**src/rtl/eth_csr_pkg.sv**
```systemverilog
package eth_csr_pkg;

    localparam int CSR_W    = 16;
    localparam int PTR_W    = 2;
    localparam int EV_W     = 6;
    localparam int NUM_CFG  = 3;
    localparam int ADDR_HI  = 8;

    localparam int B_ERR  = 15;
    localparam int B_BABL = 14;
    localparam int B_CERR = 13;
    localparam int B_MISS = 12;
    localparam int B_MERR = 11;
    localparam int B_RINT = 10;
    localparam int B_TINT = 9;
    localparam int B_IDON = 8;
    localparam int B_INTR = 7;
    localparam int B_INEA = 6;
    localparam int B_RXON = 5;
    localparam int B_TXON = 4;
    localparam int B_TDMD = 3;
    localparam int B_STOP = 2;
    localparam int B_STRT = 1;
    localparam int B_INIT = 0;

    typedef logic [CSR_W-1:0] csr_t;

    localparam csr_t STOP_ONLY = csr_t'(1) << B_STOP;
    localparam csr_t CMD_MASK  = 16'h000F;
    localparam csr_t W1C_MASK  = 16'h7F00;
    localparam csr_t INTR_SRC  = 16'h5F00;
    localparam csr_t ERR_SRC   = 16'h7800;
    localparam csr_t STORED    = ~((csr_t'(1) << B_ERR) | (csr_t'(1) << B_INTR));

    typedef enum logic [1:0] {
        PORT_DATA = 2'd0,
        PORT_PTR  = 2'd1
    } port_t;

    typedef enum logic {
        CTL_COLD   = 1'b0,
        CTL_PRIMED = 1'b1
    } ctl_state_t;

    function automatic csr_t ev_to_csr(input logic [EV_W-1:0] ev);
        csr_t r;
        r = '0;
        for (int i = 0; i < EV_W; i++) begin
            r[B_BABL - i] = ev[i];
        end
        return r;
    endfunction

    function automatic csr_t cfg_mask(input int idx);
        csr_t m;
        unique case (idx)
            1:       m = 16'hFFFE;
            2:       m = 16'h00FF;
            default: m = 16'h0007;
        endcase
        return m;
    endfunction

endpackage

```
**src/rtl/eth_csr_cmd.sv**
```systemverilog
module eth_csr_cmd
    import eth_csr_pkg::*;
(
    input  logic            clk,
    input  logic            rst_n,
    input  logic            wr0,
    input  csr_t            wdata,
    input  logic            mode_no_tx,
    input  logic            mode_no_rx,
    input  logic [EV_W-1:0] ev_status,
    output csr_t            csr0_q,
    output logic            clr_cfg3,
    output logic            init_pulse,
    output logic            start_pulse,
    output logic            tx_poll
);

    ctl_state_t state_q, state_d;
    csr_t       csr0_d;
    logic       stop_edge, start_take, init_take, poll_take;

    // Next value of register 0 and the transition of the state machine.
    always_comb begin
        csr_t n;
        n          = csr0_q;
        stop_edge  = 1'b0;
        start_take = 1'b0;
        init_take  = 1'b0;
        poll_take  = 1'b0;
        state_d    = state_q;

        if (wr0) begin
            n[B_INEA] = wdata[B_INEA];
            n = n | (wdata & CMD_MASK);
            n = n & ~(wdata & W1C_MASK);

            if (n[B_STOP] && !csr0_q[B_STOP]) begin
                n         = STOP_ONLY;
                stop_edge = 1'b1;
            end else if (n[B_STRT] && !csr0_q[B_STRT] &&
                         (csr0_q[B_STOP] || csr0_q[B_INIT])) begin
                start_take = 1'b1;
                n[B_STOP]  = 1'b0;
                if (!mode_no_tx) n[B_TXON] = 1'b1;
                if (!mode_no_rx) n[B_RXON] = 1'b1;
                if (n[B_INIT] && !csr0_q[B_INIT]) begin
                    init_take = 1'b1;
                    n[B_IDON] = 1'b1;
                end
            end else if (n[B_INIT] && !csr0_q[B_INIT] && csr0_q[B_STOP]) begin
                init_take = 1'b1;
                n[B_IDON] = 1'b1;
                n[B_RXON] = 1'b0;
                n[B_TXON] = 1'b0;
                n[B_STOP] = 1'b0;
            end
        end

        unique case (state_q)
            CTL_COLD:   if (init_take) state_d = CTL_PRIMED;   // INIT_RUN
            CTL_PRIMED: state_d = CTL_PRIMED;
            default:    state_d = CTL_COLD;
        endcase

        if (n[B_TDMD] && n[B_STRT] && (state_d == CTL_PRIMED)) begin
            poll_take = 1'b1;
        end
        n[B_TDMD] = 1'b0;

        if (!n[B_STOP]) begin
            n = n | ev_to_csr(ev_status);
        end

        csr0_d = n & STORED;
    end

    assign clr_cfg3 = stop_edge;

    // State register.
    always_ff @(posedge clk) begin
        if (!rst_n) begin
            state_q <= CTL_COLD;
            csr0_q  <= STOP_ONLY;
        end else begin
            state_q <= state_d;
            csr0_q  <= csr0_d;
        end
    end

    // Registered pulse outputs.
    always_ff @(posedge clk) begin
        if (!rst_n) begin
            init_pulse  <= 1'b0;
            start_pulse <= 1'b0;
            tx_poll     <= 1'b0;
        end else begin
            init_pulse  <= init_take;
            start_pulse <= start_take;
            tx_poll     <= poll_take;
        end
    end

endmodule

```
**src/rtl/eth_csr_cfg.sv**
```systemverilog
module eth_csr_cfg
    import eth_csr_pkg::*;
(
    input  logic                        clk,
    input  logic                        rst_n,
    input  logic                        wr_data,
    input  logic [PTR_W-1:0]            ptr,
    input  csr_t                        wdata,
    input  logic                        unlocked,
    input  logic                        clr_cfg3,
    output logic [NUM_CFG-1:0][CSR_W-1:0] cfg_q
);

    for (genvar g = 0; g < NUM_CFG; g++) begin : g_cfg
        localparam int   IDX  = g + 1;
        localparam csr_t MASK = cfg_mask(IDX);
        logic hit;
        assign hit = wr_data && unlocked && (ptr == PTR_W'(IDX));

        if (IDX == NUM_CFG) begin : g_clr
            always_ff @(posedge clk) begin
                if (!rst_n)        cfg_q[g] <= '0;
                else if (clr_cfg3) cfg_q[g] <= '0;
                else if (hit)      cfg_q[g] <= wdata & MASK;
            end
        end else begin : g_keep
            always_ff @(posedge clk) begin
                if (!rst_n)   cfg_q[g] <= '0;
                else if (hit) cfg_q[g] <= wdata & MASK;
            end
        end
    end

endmodule

```
**src/rtl/eth_csr_rdmux.sv**
```systemverilog
module eth_csr_rdmux
    import eth_csr_pkg::*;
#(
    parameter int PORT_AW = 2
) (
    input  logic [PORT_AW-1:0]          bus_addr,
    input  logic [PTR_W-1:0]            ptr,
    input  csr_t                        csr0_q,
    input  logic [NUM_CFG-1:0][CSR_W-1:0] cfg_q,
    output csr_t                        rdata,
    output logic                        intr_flag
);

    csr_t csr0_view;

    always_comb begin
        intr_flag           = |(csr0_q & INTR_SRC);
        csr0_view           = csr0_q;
        csr0_view[B_INTR]   = intr_flag;
        csr0_view[B_ERR]    = |(csr0_q & ERR_SRC);

        if (bus_addr == PORT_AW'(PORT_DATA)) begin
            if (ptr == '0) rdata = csr0_view;
            else           rdata = cfg_q[ptr - PTR_W'(1)];
        end else if (bus_addr == PORT_AW'(PORT_PTR)) begin
            rdata = csr_t'(ptr);
        end else begin
            rdata = '1;
        end
    end

endmodule

```
**src/rtl/eth_csr_regs.sv**
```systemverilog
module eth_csr_regs
    import eth_csr_pkg::*;
#(
    parameter int PORT_AW = 2
) (
    input  logic               clk,
    input  logic               rst_n,
    input  logic [PORT_AW-1:0] bus_addr,
    input  logic               bus_wr,
    input  logic [15:0]        bus_wdata,
    output logic [15:0]        bus_rdata,
    input  logic               mode_no_tx,
    input  logic               mode_no_rx,
    input  logic [5:0]         ev_status,
    output logic               irq,
    output logic               rx_on,
    output logic               tx_on,
    output logic               byte_swap,
    output logic [23:0]        init_addr,
    output logic               init_pulse,
    output logic               start_pulse,
    output logic               tx_poll
);

    logic [PTR_W-1:0]               csr_ptr;
    csr_t                           csr0_q, csr1_q, csr2_q, csr3_q;
    logic [NUM_CFG-1:0][CSR_W-1:0]  cfg_q;
    logic                           wr_data, wr_ptr, clr_cfg3, intr_flag;

    assign wr_data = bus_wr && (bus_addr == PORT_AW'(PORT_DATA));
    assign wr_ptr  = bus_wr && (bus_addr == PORT_AW'(PORT_PTR));

    always_ff @(posedge clk) begin
        if (!rst_n)      csr_ptr <= '0;
        else if (wr_ptr) csr_ptr <= bus_wdata[PTR_W-1:0];
    end

    eth_csr_cmd u_cmd (
        .clk         (clk),
        .rst_n       (rst_n),
        .wr0         (wr_data && (csr_ptr == '0)),
        .wdata       (bus_wdata),
        .mode_no_tx  (mode_no_tx),
        .mode_no_rx  (mode_no_rx),
        .ev_status   (ev_status),
        .csr0_q      (csr0_q),
        .clr_cfg3    (clr_cfg3),
        .init_pulse  (init_pulse),
        .start_pulse (start_pulse),
        .tx_poll     (tx_poll)
    );

    eth_csr_cfg u_cfg (
        .clk      (clk),
        .rst_n    (rst_n),
        .wr_data  (wr_data),
        .ptr      (csr_ptr),
        .wdata    (bus_wdata),
        .unlocked (csr0_q[B_STOP]),
        .clr_cfg3 (clr_cfg3),
        .cfg_q    (cfg_q)
    );

    eth_csr_rdmux #(.PORT_AW(PORT_AW)) u_rd (
        .bus_addr  (bus_addr),
        .ptr       (csr_ptr),
        .csr0_q    (csr0_q),
        .cfg_q     (cfg_q),
        .rdata     (bus_rdata),
        .intr_flag (intr_flag)
    );

    assign csr1_q    = cfg_q[0];
    assign csr2_q    = cfg_q[1];
    assign csr3_q    = cfg_q[2];
    assign irq       = intr_flag && csr0_q[B_INEA];
    assign rx_on     = csr0_q[B_RXON];
    assign tx_on     = csr0_q[B_TXON];
    assign byte_swap = csr3_q[2];
    assign init_addr = {csr2_q[ADDR_HI-1:0], csr1_q};

endmodule

```
**config.mk**
```make
export PLATFORM = sky130hd
export DESIGN_NAME = eth_csr_regs
export DESIGN_NICKNAME = d
export VERILOG_FILES = /design/src/rtl/eth_csr_pkg.sv /design/src/rtl/eth_csr_cmd.sv /design/src/rtl/eth_csr_cfg.sv /design/src/rtl/eth_csr_rdmux.sv /design/src/rtl/eth_csr_regs.sv
export SDC_FILE = /design/constraint.sdc
export NUM_CORES = 1
export LEC_CHECK = 0
export ABC_CLOCK_PERIOD_IN_PS = 3000
export BUFFER_PORTS_ARGS = -buffer_cell sky130_fd_sc_hd__buf_2
export CAP_MARGIN = 20
export CORE_MARGIN = 4
export CORE_UTILIZATION = 40
export CTS_BUF_LIST = sky130_fd_sc_hd__clkbuf_4 sky130_fd_sc_hd__clkbuf_8
export DETAILED_ROUTE_END_ITERATION = 16
export PLACE_DENSITY_LB_ADDON = 0.2
export SYNTH_ARGS = -nofsm -noshare
export SYNTH_HDL_FRONTEND = slang
export SYNTH_HIERARCHICAL = 1
export SYNTH_SLANG_ARGS = --single-unit
```
**constraint.sdc**
```tcl
create_clock -name clk -period 3 [get_ports clk]
set_input_delay 0.75 -clock clk [delete_from_list [all_inputs] [get_ports clk]]
set_output_delay 0.75 -clock clk [all_outputs]
set_load 0.02 [all_outputs]
```
==> impl_metrics.json <==
{
  "grt_max_degree": 39,
  "cap_violations": 0,
  "fin_ws_ps": 72.58,
  "final_common_cell": "buf_2",
  "critPathTopFamily": "compound AO/OA/AOI/OAI gates",
  "power_density_nw_per_um2": 417.1,
  "slowest_stage": "dfxtp_2",
  "htreeDepth": 2,
  "multi_input_area_um2": 1650,
  "leakagePower_nw": 1.478,
  "ioPinCount": 76,
  "critical_path.cell_chain": "inv_1 -> ha_2 -> buf_4 -> mux2_2 -> a221oi_1 -> o31ai_1 -> buf_2",
  "fmax_mhz": 341.6,
  "antenna_found_initial": 0,
  "netlist_area_um2": 2806,
  "cts_tree": "built",
  "clockRootBuffer": "clkbuf_8",
  "min_path_type": "reg -> reg",
  "peakVddDrop_mv": 0.2772,
  "drt_iter0_drc": 72,
  "period_needed_ps": 2927,
  "drt-wirelength-per-cell_um": 15.39,
  "die_area_um2": 8420,
  "synth_area_per_cell_um2": 9.142,
  "relSlewSlack": 0.6635,
  "antenna_cells": 0,
  "status": "finished, final reports clean",
  "worstPathArrival_ps": 2180,
  "power.total_mw": 1.363,
  "cp-start-kind": "flip-flop",
  "synthCells": 307,
  "fin_cells": 472,
  "cp.required_ps": 2250,
  "cts.clk_slew.worst_paths_ps": 80,
  "drt-pass1-iter-count": 4,
  "fillers": 683,
  "worst_slew_pin_slew_ps": 504.2,
  "setup_viol": 0,
  "worstPathMaxFanout": 7,
  "vias": 2370,
  "period_share": 0.9758,
  "clk_latency_ps": 300,
  "dp_cells": 464,
  "die_w_um": 91.76,
  "critPathBufInv": 3,
  "post-place-ws_ps": 250.3,
  "fin_hold_ws_ps": 467.7,
  "io_buffers": 74,
  "post_drt_via_cell_ratio": 5.021,
  "rows": 30,
  "grt_pass1_wl_um": 11670,
  "drive_above_1_share": 0.3617,
  "yosysWarnings": 6,
  "final_cell_mix": "74 x buf_2, 56 x nand2_1, 44 x dfxtp_1",
  "first_global_vias": 2296,
  "track_usage": 0.1734,
  "crit_path_max_incr_delay_ps": 390,
  "drc_errors": 0,
  "cts_made_buffers": 5,
  "tns_ps": 0,
  "gr-total-overflow": 0,
  "cts_num_sinks": 45,
  "fp.coreArea_um2": 6794,
  "hpwl_um": 5478,
  "fin_nets": 405,
  "area_delta_synth_final_pct": 16.45,
  "cts_buffer_depth": 2,
  "finalClockSkew_ps": 7.733,
  "drv_slew": 0,
  "cts_setup_buffers": 0,
  "regArea_um2": 902.1,
  "gp_congestion": 0.7999,
  "start_util": 0.4131,
  "ant_nets": 0,
  "wl_um": 7264,
  "critPathCaptureType": "output pin",
  "path_class": "reg -> out",
  "hold_viol": 0,
  "fp.dieH_um": 91.76,
  "holdBufCountCts": 0
}
[power breakdown]
| part | internal [mW] | switching [mW] |
|---|---|---|
| Clock | 0.281 | 0.211 |
| Sequential | 0.608 | 0.0107 |
| Combinational | 0.102 | 0.150 |
| Total | 0.991 | 0.372 |
[final timing paths]
path	start	to	slack, ps	cells after the start
max reg2reg	csr_ptr[0]$_SDFFE_PN0P_	u_cmd/csr0_q[4]$_SDFFE_PN0P_	1290	6
min	u_cmd/state_q$_SDFF_PN0_	u_cmd/state_q$_SDFF_PN0_	470	1
max	csr_ptr[1]$_SDFFE_PN0P_	bus_rdata[15]	70	7
min reg2reg	u_cmd/state_q$_SDFF_PN0_	u_cmd/state_q$_SDFF_PN0_	470	1
[metal layers]
metal	GRT usage	vias to the layer above	routed length, µm
li1	-	1175	-
met1	0.2194	1138	3327
met2	0.2976	49	3554
met3	0.03527	8	304
met4	0.04950	0	77
met5	0	-	0
[timing repair]
item / CTS / global route
cloned: 0 / 0
resized for setup: 3 / 1
setup endpoints to repair: 7 / 6
hold endpoints to repair: 0 / 0
[layout make-up]
| type | count | area share |
|---|---|---|
| clock inverter | 1 | 0.009188 |
| multi-input combinational | 233 | 0.5050 |
| timing repair buffer | 86 | 0.1409 |
| clock buffer | 7 | 0.02757 |
| sequential | 45 | 0.2760 |
| tap | 96 | 0.03675 |
| inverter | 4 | 0.004594 |
[sequential cells by signal, indices dropped and copies added (netlist names)]
signal	count
u_cfg/cfg_q	26
csr_ptr	2
u_cmd/tx_poll	1
u_cmd/init_pulse	1
u_cmd/state_q	1
u_cmd/csr0_q	13
u_cmd/start_pulse	1
[per-stage QoR]
stage,area (µm²),util
after detailed placement,3137,0.4617
final,3268,0.4810
after global placement,3137,0.4617
after global routing,3268,0.4810
after floorplan,2905,-
after CTS,3266,0.4807
Power figures use the tool's default switching activity.
